## src/rtl/dmaen_pkg.sv

```systemverilog
package dmaen_pkg;
    typedef enum logic [1:0] {
        ST_IDLE   = 2'd0,
        ST_ACTIVE = 2'd1,
        ST_RECOV  = 2'd2
    } dma_st_e;

    localparam logic [1:0] SEL_ADDR = 2'b00;
    localparam logic [1:0] SEL_CNT  = 2'b01;
    localparam logic [1:0] SEL_DIR  = 2'b10;
endpackage

```

## src/rtl/dmaen_regs.sv

```systemverilog
module dmaen_regs #(
    parameter int AW        = 32,
    parameter int CW        = 16,
    parameter int ADDR_STEP = 4
) (
    input  logic          clk,
    input  logic          rst_n,
    input  logic          cfg_wr,
    input  logic [1:0]    cfg_sel,
    input  logic [AW-1:0] cfg_data,
    input  logic          xfer_stb,
    input  logic          st_idle,
    input  logic          st_active,
    input  logic          st_recov,
    output logic [AW-1:0] addr_q,
    output logic [CW-1:0] cnt_q,
    output logic          dir_q,
    output logic          armed,
    output logic          cnt_zero,
    output logic          done_q
);
    import dmaen_pkg::*;

    localparam logic [AW-1:0] STEP_V  = AW'(ADDR_STEP);
    localparam logic [CW-1:0] CNT_ONE = CW'(1);

    logic addr_ok_q;
    logic cnt_ok_q;
    logic ld_ok;
    logic step_ok;

    assign ld_ok    = cfg_wr & st_idle;
    assign cnt_zero = (cnt_q == '0);
    assign step_ok  = st_active & xfer_stb & ~cnt_zero;
    assign armed    = addr_ok_q & cnt_ok_q;

    always_ff @(posedge clk) begin
        if (!rst_n) begin
            addr_q    <= '0;
            cnt_q     <= '0;
            dir_q     <= 1'b0;
            addr_ok_q <= 1'b0;
            cnt_ok_q  <= 1'b0;
            done_q    <= 1'b0;
        end else begin
            if (st_recov) begin
                addr_ok_q <= 1'b0;
                cnt_ok_q  <= 1'b0;
                done_q    <= 1'b1;
            end
            if (ld_ok) begin
                unique case (cfg_sel)
                    SEL_ADDR: begin
                        addr_q    <= cfg_data;
                        addr_ok_q <= 1'b1;
                    end
                    SEL_CNT: begin
                        cnt_q    <= cfg_data[CW-1:0];
                        cnt_ok_q <= 1'b1;
                        done_q   <= 1'b0;
                    end
                    SEL_DIR: dir_q <= cfg_data[0];
                    default: ;
                endcase
            end
            if (step_ok) begin
                cnt_q  <= cnt_q - CNT_ONE;
                addr_q <= addr_q + STEP_V;
            end
        end
    end

    AST_CNT_STEP: assert property (@(posedge clk) disable iff (!rst_n)
        (st_active && xfer_stb && !cnt_zero) |=> (cnt_q == $past(cnt_q) - CNT_ONE));
    AST_CNT_SAT: assert property (@(posedge clk) disable iff (!rst_n)
        (cnt_zero && !(cfg_wr && st_idle && cfg_sel == SEL_CNT)) |=> cnt_zero);
    AST_LOAD_IGNORED: assert property (@(posedge clk) disable iff (!rst_n)
        (!st_idle && !xfer_stb) |=> ($stable(cnt_q) && $stable(addr_q) && $stable(dir_q)));
endmodule

```

## src/rtl/dmaen_fsm.sv

```systemverilog
module dmaen_fsm (
    input  logic clk,
    input  logic rst_n,
    input  logic armed,
    input  logic cnt_zero,
    input  logic dir_rd,
    input  logic ob_empty,
    output dmaen_pkg::dma_st_e state_q,
    output logic st_idle,
    output logic st_active,
    output logic st_recov
);
    import dmaen_pkg::*;

    dma_st_e state_d;

    always_comb begin
        state_d = state_q;
        unique case (state_q)
            ST_IDLE:   if (armed && !cnt_zero) state_d = ST_ACTIVE;
            ST_ACTIVE: if (cnt_zero && (dir_rd || ob_empty)) state_d = ST_RECOV;
            ST_RECOV:  state_d = ST_IDLE;
            default:   state_d = ST_IDLE;
        endcase
    end

    always_ff @(posedge clk) begin
        if (!rst_n) state_q <= ST_IDLE;
        else        state_q <= state_d;
    end

    always_comb begin
        st_idle   = (state_q == ST_IDLE);
        st_active = (state_q == ST_ACTIVE);
        st_recov  = (state_q == ST_RECOV);
    end

    AST_RECOV_ONE: assert property (@(posedge clk) disable iff (!rst_n)
        (state_q == ST_RECOV) |=> (state_q == ST_IDLE));
    AST_WR_DRAIN_HOLD: assert property (@(posedge clk) disable iff (!rst_n)
        (state_q == ST_ACTIVE && !dir_rd && !ob_empty) |=> (state_q == ST_ACTIVE));
    AST_RD_FINISH: assert property (@(posedge clk) disable iff (!rst_n)
        (state_q == ST_ACTIVE && dir_rd && cnt_zero) |=> (state_q == ST_RECOV));
endmodule

```

## src/rtl/dmaen_outs.sv

```systemverilog
module dmaen_outs (
    input  logic clk,
    input  logic rst_n,
    input  dmaen_pkg::dma_st_e state_q,
    input  logic dir_rd,
    input  logic cnt_zero,
    input  logic ob_empty,
    output logic rd_en,
    output logic wr_en,
    output logic ib_rst_n
);
    import dmaen_pkg::*;

    always_comb begin
        rd_en    = 1'b0;
        wr_en    = 1'b0;
        ib_rst_n = 1'b1;
        unique case (state_q)
            ST_IDLE: ;
            ST_ACTIVE: begin
                rd_en = dir_rd & ~cnt_zero;
                wr_en = ~dir_rd & (~cnt_zero | ~ob_empty);
            end
            ST_RECOV: ib_rst_n = ~dir_rd;
            default: ;
        endcase
    end

    AST_FIFO_RST_WINDOW: assert property (@(posedge clk) disable iff (!rst_n)
        !ib_rst_n |-> (state_q == ST_RECOV && dir_rd));
    AST_WR_NO_FIFO_RST: assert property (@(posedge clk) disable iff (!rst_n)
        !dir_rd |-> ib_rst_n);
endmodule

```

## src/rtl/dmaen_ctrl.sv

```systemverilog
module dmaen_ctrl #(
    parameter int AW        = 32,
    parameter int CW        = 16,
    parameter int ADDR_STEP = 4
) (
    input  logic          clk,
    input  logic          rst_n,
    input  logic          cfg_wr,
    input  logic [1:0]    cfg_sel,
    input  logic [AW-1:0] cfg_data,
    input  logic          xfer_stb,
    input  logic          ob_empty,
    output logic          rd_mst_en,
    output logic          wr_mst_en,
    output logic          ib_fifo_rst_n,
    output logic          done,
    output logic [AW-1:0] dma_addr,
    output logic [CW-1:0] xfer_cnt
);
    import dmaen_pkg::*;

    dma_st_e state_q;
    logic    st_idle, st_active, st_recov;
    logic    armed, cnt_zero, dir_q, done_q;
    logic [AW-1:0] addr_q;
    logic [CW-1:0] cnt_q;

    dmaen_regs #(.AW(AW), .CW(CW), .ADDR_STEP(ADDR_STEP)) u_regs (
        .clk       (clk),
        .rst_n     (rst_n),
        .cfg_wr    (cfg_wr),
        .cfg_sel   (cfg_sel),
        .cfg_data  (cfg_data),
        .xfer_stb  (xfer_stb),
        .st_idle   (st_idle),
        .st_active (st_active),
        .st_recov  (st_recov),
        .addr_q    (addr_q),
        .cnt_q     (cnt_q),
        .dir_q     (dir_q),
        .armed     (armed),
        .cnt_zero  (cnt_zero),
        .done_q    (done_q)
    );

    dmaen_fsm u_fsm (
        .clk       (clk),
        .rst_n     (rst_n),
        .armed     (armed),
        .cnt_zero  (cnt_zero),
        .dir_rd    (dir_q),
        .ob_empty  (ob_empty),
        .state_q   (state_q),
        .st_idle   (st_idle),
        .st_active (st_active),
        .st_recov  (st_recov)
    );

    dmaen_outs u_outs (
        .clk      (clk),
        .rst_n    (rst_n),
        .state_q  (state_q),
        .dir_rd   (dir_q),
        .cnt_zero (cnt_zero),
        .ob_empty (ob_empty),
        .rd_en    (rd_mst_en),
        .wr_en    (wr_mst_en),
        .ib_rst_n (ib_fifo_rst_n)
    );

    assign done     = done_q;
    assign dma_addr = addr_q;
    assign xfer_cnt = cnt_q;

    AST_EN_NEEDS_LOADS: assert property (@(posedge clk) disable iff (!rst_n)
        (rd_mst_en || wr_mst_en) |-> armed);
    AST_EN_EXCLUSIVE: assert property (@(posedge clk) disable iff (!rst_n)
        !(rd_mst_en && wr_mst_en));
    AST_RD_EN_COUNT: assert property (@(posedge clk) disable iff (!rst_n)
        rd_mst_en |-> (xfer_cnt != '0));
    AST_WR_EN_DIR: assert property (@(posedge clk) disable iff (!rst_n)
        wr_mst_en |-> (!dir_q && (xfer_cnt != '0 || !ob_empty)));
    AST_DONE_QUIET: assert property (@(posedge clk) disable iff (!rst_n)
        $rose(done) |-> (!rd_mst_en && !wr_mst_en));
endmodule

```

## config.mk

```make
export PLATFORM = sky130hd
export DESIGN_NAME = dmaen_ctrl
export DESIGN_NICKNAME = d
export VERILOG_FILES = /design/src/rtl/dmaen_pkg.sv /design/src/rtl/dmaen_regs.sv /design/src/rtl/dmaen_fsm.sv /design/src/rtl/dmaen_outs.sv /design/src/rtl/dmaen_ctrl.sv
export SDC_FILE = /design/constraint.sdc
export NUM_CORES = 1
export LEC_CHECK = 0
export BUFFER_PORTS_ARGS = -buffer_cell sky130_fd_sc_hd__buf_2
export CORE_MARGIN = 1.5
export CORE_UTILIZATION = 57
export DETAILED_ROUTE_END_ITERATION = 7
export GPL_TIMING_DRIVEN = 0
export PLACE_DENSITY = 0.88
export SYNTH_ARGS = -nofsm -noshare
export SYNTH_HDL_FRONTEND = slang
export SYNTH_HIERARCHICAL = 1
export SYNTH_SLANG_ARGS = --single-unit
```

## constraint.sdc

```tcl
create_clock -name clk -period 5.6 [get_ports clk]
set_clock_uncertainty 0.05 [all_clocks]
set_input_delay 0.84 -clock clk [delete_from_list [all_inputs] [get_ports clk]]
set_output_delay 0.84 -clock clk [all_outputs]
set_load 0.005 [all_outputs]
```

-- Word-level counts from Yosys, hierarchy flattened
Cells that the tools add are included.
- flip-flop bits (word level): 54
- input bits: 39
- output and inout bits: 52
- word-level logic and storage cells: 60
- add/subtract/negate cells: 2
- equal/unequal tests: 6
- mux-type cells: 21
- bitwise logic cells: 10
- reduce and logical (&&, ||, !) cells: 14
- operators with widths (cell ; number):
    32-bit 2-to-1 mux ; 3
    16-bit 2-to-1 mux ; 3
    32-bit by 3-bit adder with 32-bit output, second input constant ; 1
    16-bit zero test ; 1
    16-bit by 1-bit subtractor with 16-bit output, second input constant ; 1
    1-bit 2-to-1 mux ; 12
    2-bit AND reduction ; 4
    1-bit AND ; 6
    2-bit nonzero test ; 3
    2-bit by 1-bit == test with 1-bit output, second input constant ; 2
    2-bit == test, second input constant ; 2
    2-bit zero test ; 2
    2-bit 2-to-1 mux ; 2
    2-bit by 1-bit != test with 1-bit output, second input constant ; 2
    2-bit one-hot mux with 2 select lines ; 1
    1-bit NOT ; 3
    1-bit logical AND ; 2
    1-bit zero test ; 1
    1-bit logical OR ; 1
    1-bit bitwise OR ; 1

-- Logic depth before layout (Yosys ltp)
Gate-level depths: netlist of run 1.
- word-level depth: 5
- mapped depth: 9
- gate-level depth less buffers: 8

-- Hierarchy
The synthesis of run 1 kept the hierarchy.
- modules (own cells, without submodules) (module ; times used ; cells an instance ; area each (sq um) ; sequential area each (sq um)):
    dmaen_regs ; 1 ; 382 ; 3214.3 ; 1041.0
    dmaen_fsm ; 1 ; 11 ; 101.3 ; 40.0
    dmaen_outs ; 1 ; 4 ; 32.5 ; 0.0

-- Worst setup path before layout of run 1
No wires, ideal clock.
- path kind: register -> output
- start: register u_regs.cnt_q[0]
- end: output port wr_mst_en
- data arrival time: 1.679 ns
- required time: 4.710 ns
- path slack: 3.031 ns
- stages on the path, launching flop included: 8
- buffers on the path: 1
- cells stage by stage: dfxtp_1 > inv_1 > ha_1 > nor4b_2 > nand4_4 > clkinv_2 > buf_4 > a2111oi_2
- cells in the longest elaborated chain, start to end: 5
- RTL lines (element ; line ; text):
    start, declared ; dmaen_regs.sv:16 ; output logic [CW-1:0] cnt_q,
    start signal, assigned ; dmaen_regs.sv:58 ; cnt_q <= cfg_data[CW-1:0];
    start signal, assigned ; dmaen_regs.sv:67 ; cnt_q <= cnt_q - CNT_ONE;
    16-bit zero test ; dmaen_regs.sv:33 ; assign cnt_zero = (cnt_q == '0);
    named net cnt_zero ; dmaen_ctrl.sv:24 ; logic armed, cnt_zero, dir_q, done_q;
    1-bit NOT ; dmaen_outs.sv:22 ; wr_en = ~dir_rd & (~cnt_zero | ~ob_empty);
    1-bit bitwise OR ; dmaen_outs.sv:22 ;
    1-bit AND ; dmaen_outs.sv:22 ;
    1-bit 2-to-1 mux ; dmaen_outs.sv:18 ; unique case (state_q)
    end, declared ; dmaen_ctrl.sv:14 ; output logic wr_mst_en,
The timed path passes the listed nets, and every way through them passes these cells.

-- Worst setup path after layout of run 1
Same ends and word-level chain as after synthesis.

==> impl_metrics.json, run 1 <==
{
  "hold_viol": 0,
  "synthCells": 397,
  "ios": 91,
  "ys_seq_area_frac": 0.323,
  "layoutNonFillerInstCount": 567,
  "post-route-min-period_ps": 3280,
  "cts_root_buf": "clkbuf_8",
  "vias_per_cell": 6.79,
  "drt_iter0_drc": 509,
  "start_util": 0.601,
  "gp_congestion": 0.915,
  "rsz0062_at_grt": "false",
  "ys_ff_latch": 54,
  "synth_xor_area_frac": 0.0131,
  "track_usage": 0.339,
  "clock_latency_ps": 310,
  "maxCapViolCount": 0,
  "path_max_fanout": 14,
  "drtAntennaViolNets": 0,
  "yosys.area_share.simple": 0.287,
  "vias": 3850,
  "yosysUniqueCellTypes": 73,
  "synth.avg_cell_area_um2": 8.43,
  "synth_area_leader_cell": "dfxtp_1",
  "drc": 0,
  "crit_path_start_kind": "flop",
  "worst_path_largest_cell_delay_ps": 400,
  "status": "completed",
  "p_leak_nw": 1.59,
  "dp.cells": 559,
  "min_path_type": "reg2reg",
  "yosysTopAreaCellShare": 0.323,
  "grt_pass1_wl_mm": 16.8,
  "final.setup.tns_ps": 0,
  "setup_violations": 0,
  "clockBufferDepth": 2,
  "wl_mm": 10.8,
  "worst-path-buf-inv": 4,
  "drv_slew": 0,
  "cts_max_level": 2,
  "fin_ws_ps": 2320,
  "power_density_mw_per_mm2": 208,
  "numCtsBuffers": 5,
  "cts_tree": "built",
  "drive_above_1_share": 0.281,
  "core_mm2": 0.00557,
  "synth-compound-area-share": 0.293,
  "cp_top_family": "buffers and inverters",
  "tightest_slew_ps": 798,
  "critical-path-slowest-cell": "dfxtp_1",
  "required_ps": 4710,
  "cp-end-kind": "output pin",
  "netlist_area_mm2": 0.00335,
  "ir_drop_uv": 128,
  "synth_top_family_by_area": "compound AO/OA/AOI/OAI gates",
  "die_w_um": 79.6,
  "antenna_cells": 0,
  "dp_hpwl_mm": 7.70,
  "ys.flop_type": "dfxtp_1",
  "io_buffers": 90,
  "grt_max_degree": 16,
  "fmax_mhz": 305,
  "finalPower_mw": 0.828,
  "dp_slack_ps": 2690,
  "grt_pass1_vias": 3507,
  "criticalPathCategory": "reg2out",
  "syn_nets": 438,
  "synth-edff-count": 0,
  "rows": 27,
  "fin_area_mm2": 0.00398,
  "fin_crit_sh": 0.585,
  "cts.clk_slew.worst_paths_ps": 90,
  "async_flop_share": 0,
  "synth_area_leaders": "dfxtp_1 32%, a21oi_1 4.6%, nand2_1 4.1%, o21ai_0 3.3%, nand4_1 2.8%",
  "syn2layout_area_growth_pct": 18.9,
  "cts.sinks": 54,
  "yosys_warnings": 6,
  "antenna_found_initial": 0,
  "dieArea_mm2": 0.00634,
  "wire_per_inst_um": 19.0,
  "ctsHoldBuffers": 0,
  "nets": 535,
  "relSlewSlack": 0.465,
  "postCtsSetupBuffers": 0,
  "cts_resized": 0,
  "crit_chain": "inv_1 > ha_1 > nor4b_2 > nand4_4 > clkinv_2 > buf_4 > a2111oi_2 > buf_2",
  "placed_area_mm2": 0.00389,
  "synth_mux_area_frac": 0.0135,
  "overflow": 0,
  "die_y_um": 79.6,
  "first_pass_iters": 6,
  "worstPathArrival_ps": 2390,
  "synth_adder_area_share": 0.00747
}
[worst register-to-register path, delay by kind of cell (launching register included)]
family	cells	cell delay (ps)
buffers and inverters	3	810
AO/OA/AOI/OAI	2	360
flip-flops	1	400
AND/OR/NAND/NOR	3	600
adder cells (fa/ha/maj)	1	290
[sequential cells by signal, indices dropped and copies added, names as in the netlist]
name,count
u_regs/addr_q,32
u_regs/cnt_q,16
u_fsm/state_q,2
u_regs/addr_ok_q,1
u_regs/cnt_ok_q,1
u_regs/dir_q,1
u_regs/done_q,1
[metal layers]
metal / up-vias / global-route usage / share of wire
met4: 0 / 0.151 / 0.034
li1: 1729 / - / -
met1: 1748 / 0.443 / 0.39
met2: 326 / 0.536 / 0.46
met3: 47 / 0.0709 / 0.12
met5: - / 0 / 0
[cells in the mapped netlist, drive strengths merged (7+ instances only)]
cell	instances
a211oi	12
a21oi	35
and2	7
and3	9
buf	11
clkbuf	14
dfxtp	54
inv	13
nand2	38
nand3	17
nand4	18
nor2	24
nor3	15
nor4	11
o21ai	27
[worst paths after layout]
kind / depth (start not counted) / startpoint / slack (ps) / to
min: 2 / u_regs/addr_q[1] / 420 / u_regs/addr_q[1]
min reg2reg: 2 / u_regs/addr_q[1] / 420 / u_regs/addr_q[1]
max reg2reg: 9 / u_regs/cnt_q[0] / 3010 / u_regs/cnt_q[15]
max: 8 / u_regs/cnt_q[0] / 2320 / wr_mst_en
[cells by family (layout without fill, tap and decap cells)]
| group | Yosys count | after routing |
|---|---|---|
| AOI/OAI and AO/OA | 133 | 133 |
| xor gates and xnor gates | 5 | 5 |
| adders and majority gates | 2 | 2 |
| buffers and inverters | 40 | 138 |
| DFF | 54 | 54 |
| muxes | 4 | 4 |
| and+or+nand+nor | 159 | 159 |
[power by group]
part,switching [mW],internal (mW),leakage (nW),total (mW)
clock network,0.130,0.100,0.0482,0.231
registers,0.0234,0.401,0.440,0.424
logic,0.104,0.0691,1.11,0.173
[cell type report]
class / instances / area, um2
plain buffers: 25 / 153
clock buffers: 7 / 86.3
clock inverters: 1 / 5.00
fillers: 451 / 1590
inverters: 15 / 57.6
multi-input cells: 303 / 2060
flip-flops and latches: 54 / 1080
well taps: 72 / 90.1
repair buffers: 90 / 450
[per-stage QoR]
| step | utilization | hold slack (ps) |
|---|---|---|
| after floorplan | - | 395 |
| after global placement | 0.698 | 400 |
| after detailed placement | 0.698 | 399 |
| after CTS | 0.714 | 416 |
| after global routing | 0.714 | 444 |
| final | 0.714 | 416 |
[cell usage in the layout, fill, tap and decap left out, types with 11 or more instances in the layout]
cell,instances
a211oi_1,11
a21oi_1,31
buf_2,91
clkbuf_1,14
dfxtp_1,54
inv_1,13
nand2_1,37
nand3_1,17
nand4_1,15
nor2_1,23
nor3_1,13
o21ai_0,22
(Power assumes the default switching activity.)
==> run 2, diff against run 1 <==
--- a/config.mk
+++ b/config.mk
@@ -7,10 +7,10 @@
 export LEC_CHECK = 0
 export BUFFER_PORTS_ARGS = -buffer_cell sky130_fd_sc_hd__buf_2
 export CORE_MARGIN = 1.5
-export CORE_UTILIZATION = 57
+export CORE_UTILIZATION = 53
 export DETAILED_ROUTE_END_ITERATION = 7
 export GPL_TIMING_DRIVEN = 0
-export PLACE_DENSITY = 0.88
+export PLACE_DENSITY = 0.83
 export SYNTH_ARGS = -nofsm -noshare
 export SYNTH_HDL_FRONTEND = slang
 export SYNTH_HIERARCHICAL = 1
==> constraint.sdc (replaced) <==
create_clock -name clk -period 3.4 [get_ports clk]
set_clock_uncertainty 0.05 [all_clocks]
set_input_delay 0.51 -clock clk [delete_from_list [all_inputs] [get_ports clk]]
set_output_delay 0.51 -clock clk [all_outputs]
set_load 0.005 [all_outputs]
==> run 2 against run 1 <==
Cell count grew 0.53%. Wire length shrank 0.41%. Flip-flop and latch count is the same. Core utilization shrank 5.3 points. Sequential share of layout area is essentially flat. Critical path depth is the same. Combinational power grew 64%. Design area is essentially flat. Largest power group unchanged. Highest routed layer unchanged. Non-clock buffer count is the same. Register-to-register slack lost 2200 ps. Total power grew 64%. Sequential power grew 65%.
==> impl_metrics.json, run 2 (synthesis results as in run 1) <==
{
  "final.setup.tns_ps": 0,
  "worst-path-buf-inv": 4,
  "numCtsBuffers": 5,
  "min_path_type": "in2reg",
  "dp_slack_ps": 881,
  "crit_start": "u_regs/cnt_q[0]",
  "clockBufferDepth": 2,
  "worst_path_largest_cell_delay_ps": 390,
  "fin_crit_sh": 0.855,
  "cp-end-kind": "output pin",
  "io_buffers": 90,
  "fmax_mhz": 344,
  "grt_pass1_vias": 3523,
  "setup_violations": 0,
  "cp.depth": 8,
  "reg_top3": "u_regs/addr_q: 32 flops, u_regs/cnt_q: 16 flops, u_fsm/state_q: 2 flops",
  "layoutNonFillerInstCount": 570,
  "cts_max_level": 2,
  "dp_hpwl_mm": 7.84,
  "status": "completed",
  "gp_congestion": 0.900,
  "clock_latency_ps": 310,
  "vias_per_cell": 6.60,
  "ctsHoldBuffers": 0,
  "cts.clk_slew.worst_paths_ps": 100,
  "core_mm2": 0.00603,
  "layout_common_cells": "91 x buf_2, 54 x dfxtp_1, 37 x nand2_1",
  "fillCellCount": 545,
  "drive_above_1_share": 0.281,
  "start_util": 0.556,
  "wl_mm": 10.7,
  "grt_max_degree": 16,
  "reg2reg_depth": 9,
  "rows": 28,
  "dieArea_mm2": 0.00680,
  "tightest_slew_ps": 817,
  "antenna_cells": 0,
  "syn2layout_area_growth_pct": 19.0,
  "p_leak_nw": 1.59,
  "vias": 3761,
  "crit_chain": "inv_1 > ha_1 > nor4b_2 > nand4_4 > clkinv_2 > buf_4 > a2111oi_2 > buf_2",
  "ir_drop_uv": 217,
  "track_usage": 0.328,
  "drt_iter0_drc": 442,
  "antenna_found_initial": 0,
  "ios": 91,
  "relSlewSlack": 0.452,
  "cts_tree": "built",
  "die_y_um": 82.5,
  "largest_register_ffs": 32,
  "drtAntennaViolNets": 0,
  "required_ps": 2840,
  "regMostFlops": "u_regs/addr_q",
  "postCtsSetupBuffers": 0,
  "nets": 535,
  "grt_pass1_wl_mm": 17.0,
  "hold_viol": 0,
  "power_density_mw_per_mm2": 342,
  "critical-path-slowest-cell": "dfxtp_1",
  "first_pass_iters": 5,
  "cts_root_buf": "clkbuf_8",
  "maxCapViolCount": 0,
  "rsz0062_at_grt": "false",
  "cp_top_family": "buffers and inverters",
  "worstPathArrival_ps": 2350,
  "wire_per_inst_um": 18.8,
  "post-route-min-period_ps": 2910,
  "overflow": 0,
  "mostFrequentLayoutCell": "buf_2",
  "drc": 0,
  "r2r-start": "u_regs/cnt_q[0]",
  "hold_start": "cfg_data[1]",
  "fin_ws_ps": 492,
  "die_w_um": 82.5,
  "cts_resized": 0,
  "path_max_fanout": 14,
  "drv_slew": 0,
  "min_path_cells": 3,
  "dp.cells": 562,
  "criticalPathCategory": "reg2out",
  "cts.sinks": 54,
  "crit_path_start_kind": "flop"
}
[run 2: cell counts in the layout (fill, tap and decap cells not counted)]
No cell type changed its count.
[run 2: final cells by class]
class,count,area [um2],share of cell area
clock buffer,7,86.3,0.0217
buffer,25,153,0.0383
clock inverter,1,5.00,0.00126
inverter,15,57.6,0.0144
sequential,54,1080,0.271
tap,75,93.8,0.0236
multi-input combinational,303,2060,0.516
timing repair buffer,90,450,0.113
[run 2: power by group]
group | switching, mW | total (mW) | leakage [nW] | internal (mW)
sequential | 0.0388 | 0.699 | 0.440 | 0.660
combinational | 0.170 | 0.283 | 1.11 | 0.114
clock | 0.214 | 0.379 | 0.0482 | 0.165
[run 2: worst paths after layout]
check / endpoint / slack (ps)
max: wr_mst_en / 490
min: u_regs/addr_q[1] / 420
max reg2reg: u_regs/cnt_q[15] / 830
min reg2reg: u_regs/cnt_ok_q / 430
[run 2: metrics by stage]
step / hold WS [ps] / instance area (um2) / total power, mW / utilization
2_1_floorplan: 395 / 3350 / 0.883 / -
3_3_place_gp: 399 / 3890 / 0.980 / 0.646
3_5_place_dp: 409 / 3890 / 0.988 / 0.646
4_1_cts: 419 / 3980 / 1.36 / 0.661
5_1_grt: 433 / 3980 / 1.42 / 0.661
6_report: 420 / 3980 / 1.36 / 0.661
[run 2: worst reg2reg max path, cell delays in order, from the launching register on]
cell,delay [ps]
dfxtp_1,390
inv_1,70
ha_1,290
nor4b_2,220
nand4_4,150
clkinv_2,170
nor2_4,240
clkbuf_1,530
a21oi_1,160
o21a_1,200
[run 2: per-layer routing]
metal	vias to the layer above	track usage	part of all wire
met1	1724	0.439	0.41
met2	272	0.514	0.45
met3	39	0.0626	0.11
met4	0	0.136	0.029
li1	1726	-	-
met5	-	0	0
==> run 3, diff against run 2 <==
--- a/config.mk
+++ b/config.mk
@@ -7,11 +7,10 @@
 export LEC_CHECK = 0
 export BUFFER_PORTS_ARGS = -buffer_cell sky130_fd_sc_hd__buf_2
 export CORE_MARGIN = 1.5
-export CORE_UTILIZATION = 53
+export CORE_UTILIZATION = 52
 export DETAILED_ROUTE_END_ITERATION = 7
 export GPL_TIMING_DRIVEN = 0
 export PLACE_DENSITY = 0.83
 export SYNTH_ARGS = -nofsm -noshare
 export SYNTH_HDL_FRONTEND = slang
-export SYNTH_HIERARCHICAL = 1
 export SYNTH_SLANG_ARGS = --single-unit
==> run 3 against run 2 <==
Sequential power shrank 1%. Synthesized cell count down 3.3%. First-iteration DRC count decreased by 7.7%. Via count down 5.2%. Maximum frequency shrank 5.3%. Area after synthesis fell by 10%. Combinational power is 22% lower. Total power increased by 0.23%. Wire length shrank 8.3%. Critical path type unchanged. Critical endpoint unchanged. Largest power group unchanged. Highest routed layer unchanged.
==> impl_metrics.json, run 3 <==
{
  "status": "completed",
  "timing.rr.end": "u_regs.addr_q[21]",
  "fillCellCount": 515,
  "hold_viol": 0,
  "worst_path_largest_cell_delay_ps": 440,
  "cts.clk_slew.worst_paths_ps": 100,
  "async_flop_share": 0,
  "yosysUniqueCellTypes": 52,
  "yosysTopAreaCellShare": 0.360,
  "overflow": 0,
  "core_mm2": 0.00554,
  "rows": 27,
  "gp_congestion": 0.984,
  "min_to": "u_regs.addr_q[22]",
  "cp-end-kind": "output pin",
  "synthTopCellsByCount": "55 x nand2_1, 54 x dfxtp_1, 28 x a21oi_1",
  "clock_latency_ps": 310,
  "antenna_found_initial": 0,
  "criticalPathCategory": "reg2out",
  "track_usage": 0.314,
  "min_path_cells": 3,
  "synthCells": 384,
  "cts.sinks": 54,
  "regMostFlops": "u_regs.addr_q",
  "layout_common_cells": "89 x buf_2, 55 x nand2_1, 54 x dfxtp_1",
  "vias": 3566,
  "start_util": 0.542,
  "cts_tree": "built",
  "yosysMostFrequentCell": "nand2_1",
  "min_path_type": "in2reg",
  "multi_input_area_mm2": 0.00180,
  "ys.flop_type": "dfxtp_1",
  "tightest_slew_ps": 947,
  "finalPower_mw": 1.36,
  "maxCapViolCount": 0,
  "worstPathArrival_ps": 2510,
  "antenna_cells": 0,
  "clockBufferDepth": 2,
  "netlist_area_mm2": 0.00300,
  "numCtsBuffers": 5,
  "utilization": 0.660,
  "drtAntennaViolNets": 0,
  "fin_area_mm2": 0.00365,
  "dp_hpwl_mm": 7.23,
  "ctsHoldBuffers": 0,
  "ys_ff_latch": 54,
  "postCtsSetupBuffers": 0,
  "r2r-start": "u_fsm.state_q[0]",
  "largest_register_ffs": 32,
  "power_density_mw_per_mm2": 373,
  "synth_area_leader_cell": "dfxtp_1",
  "vias_per_cell": 6.46,
  "ios": 91,
  "fmax_mhz": 325,
  "placed_area_mm2": 0.00354,
  "crit_chain": "inv_1 > ha_1 > nor4b_2 > and4_1 > buf_1 > a211oi_1 > buf_2",
  "drive_above_1_share": 0.233,
  "yosys_warnings": 0,
  "fin_ws_ps": 327,
  "syn2layout_area_growth_pct": 21.8,
  "grt_max_degree": 16,
  "critical-path-slowest-cell": "buf_1",
  "wire_per_inst_um": 17.8,
  "mostFrequentLayoutCell": "buf_2",
  "die_w_um": 79.0,
  "cts_max_level": 2,
  "ys_seq_area_frac": 0.360,
  "nets": 522,
  "synth_area_leaders": "dfxtp_1 36%, nand2_1 6.9%, a21oi_1 4.7%, a31oi_1 3.8%, nand3_1 3.5%",
  "wl_mm": 9.85,
  "syn_nets": 426,
  "drt_iter0_drc": 408,
  "reg_top3": "u_regs.addr_q: 32 flops, u_regs.cnt_q: 16 flops, u_fsm.state_q: 2 flops",
  "crit_path_start_kind": "flop",
  "path_max_fanout": 10,
  "reg2reg_depth": 8,
  "post-route-min-period_ps": 3070,
  "grt_pass1_vias": 3174,
  "grt_pass1_wl_mm": 15.6,
  "cts_root_buf": "clkbuf_8",
  "synth-edff-count": 0,
  "ir_drop_uv": 175,
  "seq_area_mm2": 0.00108,
  "required_ps": 2840,
  "io_buffers": 89,
  "setup_violations": 0,
  "first_pass_iters": 5,
  "drv_slew": 0,
  "relSlewSlack": 0.363,
  "rsz0062_at_grt": "false",
  "hold_start": "cfg_data[22]",
  "r2r_setup_slack_ps": 370,
  "drc": 0,
  "holdWs_ps": 390,
  "p_leak_nw": 1.40,
  "layoutNonFillerInstCount": 552,
  "die_y_um": 79.0,
  "synth.avg_cell_area_um2": 7.81,
  "dp.cells": 545,
  "final.setup.tns_ps": 0,
  "dp_slack_ps": 373,
  "fin_crit_sh": 0.904,
  "dieArea_mm2": 0.00623
}
==> run 3: report_power, final <==
part	leakage, nW	internal, mW	switching (mW)
Combinational	0.903	0.0846	0.138
Sequential	0.439	0.657	0.0317
Clock	0.0573	0.236	0.216
Total	1.40	0.978	0.386
==> run 3: what timing repair did <==
| action | CTS | global route |
|---|---|---|
| endpoints found under the hold margin | 0 | 0 |
| resized for setup | 0 | 1 |
| endpoints found under the setup margin | 0 | 3 |
==> run 3: worst max-delay path: cells and delay by family, from the launching register on <==
family | cells | cell delay (ps)
flip-flops | 1 | 370
adder cells (fa/ha/maj) | 1 | 150
AND/OR/NAND/NOR | 2 | 770
buffers and inverters | 3 | 720
AO/OA/AOI/OAI | 1 | 180
==> run 3: logic make-up (layout without fill, tap and decap cells) <==
kind of cell | count (synthesis) | in the layout | share of synthesized area
xor gates and xnor gates | 1 | 1 | 0.00292
and+or+nand+nor | 177 | 177 | 0.312
muxes | 4 | 4 | 0.0142
DFF | 54 | 54 | 0.360
AOI/OAI and AO/OA | 111 | 111 | 0.256
adders and majority gates | 3 | 3 | 0.0125
buffers and inverters | 34 | 130 | 0.0425
==> run 3: worst max-delay path by stage <==
stage / startpoint / to / slack [ps] / cells after the start
6_report: u_regs.cnt_q[0] / wr_mst_en / 330 / 7
5_1_grt: u_fsm.state_q[0] / u_regs.addr_q[18] / 90 / 8
4_1_cts: u_regs.cnt_q[0] / wr_mst_en / 140 / 7
3_5_place_dp: cfg_sel[1] / u_regs.addr_q[21] / 370 / 8
3_3_place_gp: cfg_sel[1] / u_regs.addr_q[1] / 470 / 8
2_1_floorplan: u_regs.cnt_q[2] / u_regs.cnt_q[13] / 960 / 5
==> run 3: per-layer routing <==
layer  vias to the layer above  global-route usage  part of all wire  wire [um]
met5                         -                   0                 0          0
met4                         0               0.128             0.030        298
met3                        30              0.0437             0.082        803
met2                       194               0.518              0.46       4540
met1                      1677               0.411              0.43       4210
li1                       1665                   -                 -          -
==> run 3: layout make-up <==
cell class | instances | area share
Buffer | 20 | 0.0205
Clock buffer | 6 | 0.0226
Clock inverter | 1 | 0.00822
Inverter | 14 | 0.0144
Multi-Input combinational cell | 296 | 0.492
Sequential cell | 54 | 0.296
Tap cell | 72 | 0.0246
Timing Repair Buffer | 89 | 0.122
